## src/rtl/bus_takeover_arb.sv

```systemverilog
module bus_takeover_arb #(
  parameter int SYNC_STAGES = 2
) (
  input  logic clk,
  input  logic rst_n,
  input  logic enable,
  input  logic dma_req_n,
  input  logic bus_grant_n,
  input  logic bgack_in_n,
  output logic host_halt_n,
  output logic local_halt_n,
  output logic br_out_n,
  output logic bgack_oe,
  output logic owns_bus
);

  typedef enum logic [2:0] {IDLE, REQUEST, WAIT_GRANT, OWN, YIELD, RECLAIM} state_t;

  localparam int TOP = SYNC_STAGES - 1;

  logic [TOP:0] req_q, gnt_q, ack_q;
  logic req_s, gnt_s, ack_s;
  state_t st, st_nx;

  always_ff @(posedge clk or negedge rst_n)
    if (!rst_n) begin
      req_q <= '1;
      gnt_q <= '1;
      ack_q <= '1;
    end else begin
      req_q <= {req_q[TOP-1:0], dma_req_n};
      gnt_q <= {gnt_q[TOP-1:0], bus_grant_n};
      ack_q <= {ack_q[TOP-1:0], bgack_in_n};
    end

  assign req_s = req_q[TOP];
  assign gnt_s = gnt_q[TOP];
  assign ack_s = ack_q[TOP];

  always_comb begin
    st_nx = st;
    if (!enable) st_nx = IDLE;
    else
      case (st)
        IDLE:       st_nx = REQUEST;
        REQUEST,
        RECLAIM:    if (!gnt_s) st_nx = ack_s ? OWN : WAIT_GRANT;
        WAIT_GRANT: if (gnt_s) st_nx = REQUEST;
                    else if (ack_s) st_nx = OWN;
        OWN:        if (!req_s) st_nx = YIELD;
        YIELD:      if (req_s) st_nx = RECLAIM;
        default:    st_nx = IDLE;
      endcase
  end

  always_ff @(posedge clk or negedge rst_n)
    if (!rst_n) st <= IDLE;
    else        st <= st_nx;

  assign host_halt_n  = (st == IDLE);
  assign local_halt_n = (st == IDLE) || (st == OWN);
  assign br_out_n     = !(st == REQUEST || st == WAIT_GRANT || st == RECLAIM);
  assign bgack_oe     = (st == OWN);
  assign owns_bus     = (st == OWN);

endmodule


```

## config.mk

```make
export PLATFORM = sky130hd
export DESIGN_NAME = bus_takeover_arb
export DESIGN_NICKNAME = d
export VERILOG_FILES = /design/src/rtl/bus_takeover_arb.sv
export SDC_FILE = /design/constraint.sdc
export NUM_CORES = 1
export LEC_CHECK = 0
export BUFFER_PORTS_ARGS = -buffer_cell sky130_fd_sc_hd__buf_2
export CAP_MARGIN = 20
export CORE_MARGIN = 3
export CORE_UTILIZATION = 30
export DETAILED_ROUTE_END_ITERATION = 12
export SLEW_MARGIN = 20
export SYNTH_ARGS = -nofsm -noshare
export SYNTH_HDL_FRONTEND = slang
export SYNTH_SLANG_ARGS = --single-unit
```

## constraint.sdc

```tcl
create_clock -name clk -period 1.2 [get_ports clk]
set_input_delay 0.06 -clock clk [delete_from_list [all_inputs] [get_ports clk]]
set_output_delay 0.06 -clock clk [all_outputs]
set_load 0.01 [all_outputs]
```

; Yosys cells after proc, flatten, opt, wreduce, memory -nomap -nowiden
; Cells that the tools add are included.
; Widths: inputs -> output; s select.
[totals]
mem_count = 0
ff_bits = 9
inputBits = 6
word_cells = 28
latch_bits = 0
ram_bits = 0
out_inout_bits = 5
romBits = 0
[op_classes]
mux = 8
n_addsub = 0
reduce_logical = 7
multipliers = 0
order_cmp = 0
bitwise = 0
eq_ne = 9
div_mod_pow = 0
shifts = 0
[ops]
columns = cell, count
row1 = $mux 3, 6
row2 = $pmux 3 s5, 1
row3 = $ne 3x3->1 const B, 3
row4 = $eq 3x2->1 const B, 2
row5 = $eq 3x3->1 const B, 2
row6 = $ne 4x4->1 const B, 1
row7 = $reduce_and 4->1, 1
row8 = $eq 3x1->1 const B, 1
row9 = $logic_not 3->1, 1
row10 = $logic_or 1x1->1, 3
row11 = $reduce_or 2->1, 1
row12 = $logic_not 1->1, 1
row13 = $mux 1, 1

; Logic depth before layout (Yosys ltp)
; Gate-level depths: netlist of the first run.
[logic_depth]
word_depth = 4
mapped_depth = 4
mapped_depth_nobuf = 4

; Worst setup path before layout of the first run
; Ideal clock, no wire load.
[synth_path]
path_type = register to register
startpoint = reg st[1]
endpoint = reg st[1]
path_slack_ns = 0.134
period_less_slack_ns = 1.066
stages_incl_launch_ff = 5
setup_time_ns = 0.127
t_arrival_ns = 0.939
required_time_ns = 1.073
cell_sequence = dfrtp_1 -> nor2b_2 -> and2_4 -> o2111ai_1 -> o21ai_1
[synth_between]
elab_chain_cells = 4
elab_cells_between_ends = 14
classes_between = eq/ne: 9 / mux: 2 / reduce/logical: 3
[synth_lines]
columns = element, line_no
row1 = start: declaration, 23  ; state_t st, st_nx;
row2 = start signal: assignment, 58  ; else st <= st_nx;
row3 = $eq 3x1->1 or $eq 3x3->1 (tied branches), 44  ; case (st)
row4 = $reduce_or 2->1, 44
row5 = $pmux 3 s5 or $ne 3x3->1 (tied branches), --
row6 = $mux 3 or $reduce_and 4->1 (tied branches), --
; Parallel ways exist; a longest one is shown, timed or not.
; A chain may end at the register's enable or synchronous reset.

; Worst setup path after layout of the first run
[layout_path]
startpoint = reg st[2]
endpoint = reg st[1]
; Same word-level chain as after synthesis.

==> results.tsv, run 1 <==
metric	value	unit
hold_viol	0	
peakVddDrop	0.842	mV
drt_iter0_drc	2	
synth.yosys.warnings	0	
max_slew_margin	0.829	
rsz0062_at_grt	true	
clock_sinks	9	
tightest_slew	255	ps
p_leak	0.310	nW
wl	855	um
drv_slew	0	
ys_seq_area_frac	0.560	
path_class	register to register	
synthesis.nets	45	
finalCoreUtilization	0.539	
die_h	43.2	um
syn-cell-area	415	sq um
skew	5.19	ps
cts_tree	yes	
path_buf_inv	1	
grt_max_degree	10	
min_period	1230	ps
status	finished with violations	
hpwl	536	um
clk_pin_slew	60	ps
critical-path-max-stage-delay	470	ps
dr.pass1.iters	2	
power_switching_share	0.294	
diodes	0	
area_growth	55.7	%
critPathMaxFanout	5	
cap_violations	0	
via_per_inst	4.69	
intPower	0.643	mW
dp_slack	126	ps
initial_utilization	0.346	
reg2reg_slack	-30	ps
crit_chain	buf_4, o31ai_1, o2111ai_1, o21ai_1	
antenna_found_initial	0	
boundaryPins	11	
violations	negative setup slack	
fill_cells	115	
post-place-cells	63	
fin_ws	-29.3	ps
grt_usage	0.102	
vias	361	
dieArea	1870	sq um
slowest_stage	dfrtp_2	
ant_nets	0	
std_cell_rows	12	
grt_pass1_wl	1.37	mm
net-switching-power	0.267	mW
final_common_cell	buf_2	
port_buffers	10	
cts.path.max_buffers	2	
worstPathArrival	1420	ps
timing.final.crit_share	1.02	
grt_overflow_total	0	
chipWidth	43.2	um
clk_latency	260	ps
crit_family	compound AO/OA/AOI/OAI gates	
cts_buffers	3	
final_cell_mix	9 x buf_2, 6 x dfstp_2, 5 x buf_4	
ys_types	21	
crit_path_end_kind	register	
drc	0	
syn_inst	39	
fin_cells	77	
nNetsFinal	70	
cts_root_buf	clkbuf_4	
syn_area_per_cell	10.7	sq um
powerDensity	1410	nW/um^2
htreeDepth	1	
grt_pass1_vias	346	
hp-class	input port to register	
setup_viol	3	
wl_per_cell	11.1	um
synth_seq_cells	9	
clock_power_share	0.250	
startpoint_type	register	
fmax	813	MHz
required	1390	ps
comb_power_share	0.341	
drive_gt1_frac	0.619	
seq_power_share	0.409	
coreArea	1200	sq um
gp_congestion	0.737	
## layout make-up
type,instances,area [sq um],area share
well taps,14,17.5,0.0271
clock inverters,1,5.00,0.00774
clock buffers,3,22.5,0.0348
inverters,3,11.3,0.0174
flip-flops and latches,9,235,0.364
repair buffers,21,156,0.242
multi-input cells,26,199,0.308
## metal layers
layer / up-vias / part of all wire / track usage
met5: - / 0 / 0
met4: 0 / 0 / 0.0361
met3: 0 / 0.050 / 0.0678
met2: 8 / 0.58 / 0.168
met1: 173 / 0.37 / 0.101
li1: 180 / - / -
## power groups by stage
stage	sequential (mW)	clock, mW	combinational, mW
after floorplan	0.366	0	0.126
after global placement	0.369	0	0.197
after detailed placement	0.370	0	0.195
after CTS	0.369	0.243	0.234
after global routing	0.377	0.260	0.343
final	0.372	0.228	0.310
## sequential cells by signal, summed over array words and instances, names as in the netlist
register  count
gnt_q         2
st            3
req_q         2
ack_q         2
## final timing paths
path	from	end	cells after the start
worst min-delay path	enable	st[0]	3
worst max-delay path	st[2]	st[1]	4
max in group asynchronous	rst_n	req_q[0]	2
min in group asynchronous	rst_n	st[1]	2
worst min register to register	ack_q[0]	ack_q[1]	0
worst max register to register	st[2]	st[1]	4
## worst min-delay path, stage by stage
cell and delay [ps]:
buf_2 130, nand3_1 70, o21ai_1 60
## cells in the mapped netlist
library cell | instances | area, sq um
dfstp_2 | 6 | 158
a21oi_1 | 3 | 15.0
dfrtp_1 | 3 | 75.1
nand2_1 | 3 | 11.3
nand2b_1 | 3 | 18.8
o21ai_1 | 3 | 15.0
inv_1 | 2 | 7.51
nor2_1 | 2 | 7.51
o211ai_1 | 2 | 15.0
and2_1 | 1 | 6.26
and2_4 | 1 | 8.76
and2b_2 | 1 | 8.76
and2b_4 | 1 | 10.0
buf_4 | 1 | 7.51
inv_2 | 1 | 3.75
nand3_1 | 1 | 5.00
nor2b_2 | 1 | 8.76
nor3_1 | 1 | 5.00
nor3b_2 | 1 | 12.5
o2111ai_1 | 1 | 8.76
o31ai_1 | 1 | 7.51
## through the flow
step / total power, mW / area, sq um / hold WS (ps) / setup TNS (ps)
CTS: 0.845 / 592 / 83.9 / -35.5
global placement: 0.567 / 483 / -83.6 / 0
finish: 0.910 / 647 / 97.5 / -47.4
detailed placement: 0.565 / 483 / -84.8 / 0
floorplan: 0.492 / 415 / -236 / 0
global route: 0.980 / 647 / 96.2 / -493
## repair_timing
| action | in CTS | in global routing |
|---|---|---|
| hold buffers | 4 | 0 |
| hold endpoints to repair | 12 | 0 |
| pin swaps | 2 | 4 |
| resized for setup | 4 | 8 |
| setup buffers | 4 | 2 |
| setup endpoints to repair | 5 | 5 |
## cell families (layout without fill, tap and decap cells)
family          after synthesis  after routing  synth area share
buf+inv                       4             28            0.0452
simple gates                 16             16             0.247
compound gates               10             10             0.148
flops                         9              9             0.560
Note: power is estimated with default switching activity, not from simulation.
==> run 2, diff against run 1 <==
Settings changed: PLACE_DENSITY_LB_ADDON from default to 0.05.
==> run 2 against run 1 <==
The run still ends with negative setup slack left; non-clock buffer count fell by 3; register-to-register slack improved by 70 ps; design area fell by 5.8%; wire length rose by 11%; largest power group unchanged; clock power barely moved; sequential power rose by 3%; utilization fell by 3.1 points; flip-flop and latch count did not move; clock skew fell by 4.3 ps.
==> results.tsv, run 2 (synthesis gave the netlist of run 1 again) <==
metric	value	unit	change
fill_cells	116		+0.87%
clk_latency	250	ps	about the same
area_growth	46.7	%	
antenna_found_initial	0		unchanged
skew	0.905	ps	-4.28 ps
drc	0		unchanged
fmax	823	MHz	+1.2%
hp-class	input port to register		
boundaryPins	11		unchanged
reg2reg_slack	40	ps	+70 ps
fin_cells	74		-3.9%
timing.final.crit_share	1.01		-0.0120
dr.pass1.iters	4		+2
rr_startpoint	st[1]		
nNetsFinal	67		-4.3%
max_slew_margin	0.811		-0.0171
drive_gt1_frac	0.633		+0.0143
rr_worst_depth	4		unchanged
wl_per_cell	12.8	um	+15%
grt_usage	0.117		+0.0147
comb_power_share	0.315		-0.026
worstPathArrival	1150	ps	-270 ps
power_switching_share	0.301		+0.00693
worstHoldPathCells	3		unchanged
p_leak	0.273	nW	-12%
grt_pass1_vias	386		+12%
cts.path.max_buffers	2		unchanged
hp-start	enable		
vias	359		-0.55%
clock_sinks	9		unchanged
port_buffers	10		unchanged
final_common_cell	buf_2		
largest_register_ffs	3		unchanged
seq_power_share	0.431		+0.022
diodes	0		unchanged
clk_pin_slew	60	ps	about the same
gp_congestion	0.737		about the same
post-place-cells	62		-1.6%
r2r_end	st[0]		
rsz0062_at_grt	true		
die_h	43.2	um	unchanged
htreeDepth	1		unchanged
startpoint_type	register		
cts_tree	yes		
regMostFlops	st		
peakVddDrop	0.654	mV	-22%
min_delay_worst_endpoint	st[0]		
grt_pass1_wl	1.57	mm	+15%
drt_iter0_drc	1		-1
std_cell_rows	12		unchanged
intPower	0.620	mW	-3.5%
path_class	register to primary output		
wl	945	um	+11%
hold_viol	0		unchanged
drv_slew	0		unchanged
final_cell_mix	10 x buf_2, 6 x dfstp_2, 4 x dlygate4sd3_1, 4 x buf_4		
holdWs	102	ps	+4.77 ps
ant_nets	0		unchanged
violations	negative setup slack		
via_per_inst	4.85		+3.5%
setup_viol	2		-1
clock_power_share	0.255		+0.005
hpwl	587	um	+9.6%
final_area	609	sq um	-5.8%
cts_buffers	3		unchanged
cts_root_buf	clkbuf_4		
total_power	0.887	mW	-2.5%
status	finished with violations		
dieArea	1870	sq um	unchanged
net-switching-power	0.267	mW	-0.22%
grt_overflow_total	0		unchanged
crit_path_end_kind	primary output		
tightest_slew	280	ps	+25.5 ps
cap_violations	0		unchanged
min_period	1210	ps	-14.4 ps
fin_ws	-14.9	ps	+14.4 ps
coreArea	1200	sq um	unchanged
powerDensity	1460	nW/um^2	+3.5%
required	1140	ps	-250 ps
critPathMaxFanout	8		+3
initial_utilization	0.346		unchanged
chipWidth	43.2	um	unchanged
place_area	475	sq um	-1.6%
grt_max_degree	10		unchanged
-- run 2: cell types whose count changed in the layout (fill, tap and decap cells not counted), sizes merged --
cell / delta
clkbuf: +1
buf: -3
clkinv: -1
-- run 2: cell type report --
type	instances	area, sq um	area share
timing repair buffer	18	120	0.197
tap	14	17.5	0.0287
sequential	9	236	0.388
inverter	3	11.3	0.0185
multi-input combinational	26	198	0.324
clock buffer	4	26.3	0.0431
-- run 2: worst max-delay path, stage by stage (launching register included) --
cell and delay (ps):
dfrtp_2 460, and2b_4 270, nor2_1 40, buf_2 130
-- run 2: worst max-delay path by stage --
stage | start | cells after the start | slack (ps) | end
after CTS | st[0] | 3 | -20 | local_halt_n
after floorplan | st[1] | 4 | 130 | st[1]
after detailed placement | st[1] | 4 | 30 | st[0]
final | st[1] | 3 | -10 | br_out_n
after global routing | st[0] | 3 | -80 | br_out_n
after global placement | st[1] | 4 | 40 | st[0]
-- run 2: metrics by stage --
step	setup TNS, ps	setup WS, ps	util
after floorplan	0	134	-
after global placement	0	41.4	0.396
after detailed placement	0	33.7	0.396
after CTS	-27.0	-24.2	0.475
after global routing	-303	-82.0	0.507
final	-26.1	-14.9	0.507
-- run 2: power by group through the flow --
stage | Clock (mW) | Sequential [mW] | Combinational (mW)
2_1_floorplan | 0 | 0.366 | 0.126
3_3_place_gp | 0 | 0.373 | 0.187
3_5_place_dp | 0 | 0.375 | 0.189
4_1_cts | 0.236 | 0.375 | 0.224
5_1_grt | 0.251 | 0.386 | 0.304
6_report | 0.226 | 0.382 | 0.279
-- run 2: timing repair --
| action | 4_1_cts | 5_1_grt |
|---|---|---|
| setup endpoints to repair | 5 | 6 |
| endpoints found under the hold margin | 12 | 0 |
| pin swaps | 2 | 4 |
| gates resized for setup | 5 | 6 |
| setup buffers | 2 | 2 |
| hold buffers | 4 | 0 |
-- run 2: routing by layer --
layer / routed length [um] / track usage / share of wire
met5: 0 / 0 / 0
met4: 0 / 0.0723 / 0
met3: 37 / 0.0254 / 0.039
met2: 549 / 0.212 / 0.58
met1: 358 / 0.116 / 0.38
==> run 3, diff against run 2 <==
Clock period 1.2 ns to 1 ns, I/O delays scaled along.
==> run 3 against run 2 <==
The run still ends with negative setup slack left; flip-flop and latch count unchanged; total power is 21% higher; final cell count is 4.1% higher; wire length shrank 12%; combinational power up 28%; utilization up 2.0 points.
==> results.tsv, run 3 (synthesis gave the netlist of run 1 again) <==
metric	value	unit	change
peakVddDrop	0.810	mV	+24%
powerDensity	1690	nW/um^2	+16%
wl	831	um	-12%
fin_ws	-263	ps	-248 ps
drc	0		unchanged
rsz0062_at_grt	true		
max_slew_margin	0.845		+0.0339
cts_root_buf	clkbuf_4		
chipWidth	43.2	um	unchanged
startpoint_type	register		
drv_slew	0		unchanged
ant_nets	0		unchanged
wl_per_cell	10.8	um	-15%
drt_iter0_drc	9		+8
clk_pin_slew	60	ps	about the same
worstPathArrival	1210	ps	+60 ps
crit_path_end_kind	primary output		
timing.final.crit_share	1.26		
status	finished with violations		
required	950	ps	-190 ps
fill_cells	110		-5.2%
hold_viol	0		unchanged
cts.path.max_buffers	2		unchanged
boundaryPins	11		unchanged
grt_use_met3	0.0127		-0.0127
skew	4.09	ps	+3.18 ps
final_cell_mix	10 x buf_2, 6 x dfstp_2, 4 x dlygate4sd3_1, 4 x buf_4		
fin_cells	77		+4.1%
cap_violations	0		unchanged
nNetsFinal	70		+4.5%
clock_sinks	9		unchanged
critPathMaxFanout	7		-1
hp-class	input port to register		
largest_register_ffs	3		unchanged
grt_pass1_vias	333		-14%
grt_pass1_wl	1.37	mm	-13%
antenna_found_initial	0		unchanged
diodes	0		unchanged
gr-usage-met1	0.123		+0.00648
hpwl	595	um	+1.3%
violations	negative setup slack		
gp_congestion	0.741		+0.57%
p_leak	0.288	nW	+5.5%
min_period	1260	ps	
fin_setup_tns	-1250	ps	-1230 ps
area_growth	52.4	%	
via_per_inst	4.71		-2.8%
fmax	792	MHz	
port_buffers	10		unchanged
grt_usage	0.0972		-0.0193
std_cell_rows	12		unchanged
setup_viol	8		+6
regMostFlops	st		
path_class	register to primary output		
cts_buffers	3		unchanged
grt_overflow_total	0		unchanged
htreeDepth	1		unchanged
die_h	43.2	um	unchanged
drive_gt1_frac	0.603		-0.0302
final_area	633	sq um	+3.9%
coreArea	1200	sq um	unchanged
grt.met2_usage	0.156		-0.0560
place_area	500	sq um	+5.3%
tightest_slew	230	ps	-50.4 ps
dr.pass1.iters	4		unchanged
dieArea	1870	sq um	unchanged
clk_latency	250	ps	about the same
final_common_cell	buf_2		
post-place-cells	64		+3.2%
initial_utilization	0.346		unchanged
grt_max_degree	10		unchanged
cts_tree	yes		
top_usage_layer	met2		
vias	363		+1.1%
[run 3: path summary, 6_finish.rpt]
kind,from,endpoint,slack (ps),depth (start not counted)
max,st[1],local_halt_n,-260,4
min,enable,st[2],90,2
max reg2reg,st[2],st[0],-150,5
min reg2reg,ack_q[0],ack_q[1],350,0
max in group asynchronous,rst_n,ack_q[0],590,2
min in group asynchronous,rst_n,st[2],160,2
[run 3: through the flow]
stage	utilization	total power, mW	hold WS [ps]	setup WS, ps
floorplan	-	0.601	-246	-35.5
global placement	0.417	0.685	-97.7	-101
detailed placement	0.417	0.693	-94.5	-128
CTS	0.515	1.05	75.9	-281
global route	0.527	1.13	103	-305
finish	0.527	1.07	85.7	-263
[run 3: what timing repair did]
action	4_1_cts	5_1_grt
hold endpoints to repair	12	0
hold buffers	4	0
setup buffers	5	0
endpoints found under the setup margin	8	8
pin swaps	4	2
gates resized for setup	6	4
[run 3: final cells by class]
cell class                      count  area, sq um  area share
Clock buffer                        4         26.3      0.0415
Inverter                            3         13.8      0.0217
Multi-Input combinational cell     26          185       0.292
Sequential cell                     9          236       0.374
Tap cell                           14         17.5      0.0277
Timing Repair Buffer               21          154       0.243
[run 3: critical path, cell delays in order, from the launching register on]
cell      delay (ps)
dfrtp_2          450
buf_6            140
nor3_4           150
nand2b_1         110
buf_2            120
[run 3: power by group]
part | leakage (nW) | switching (mW) | total [mW] | internal, mW
clock | 0.0150 | 0.112 | 0.265 | 0.153
combinational | 0.174 | 0.152 | 0.358 | 0.207
sequential | 0.0986 | 0.0427 | 0.449 | 0.406
[run 3: metal layers]
| layer | share of wire | routed length, um |
|---|---|---|
| met1 | 0.40 | 334 |
| met4 | 0 | 0 |
| met2 | 0.54 | 445 |
| met3 | 0.061 | 51 |
| met5 | 0 | 0 |
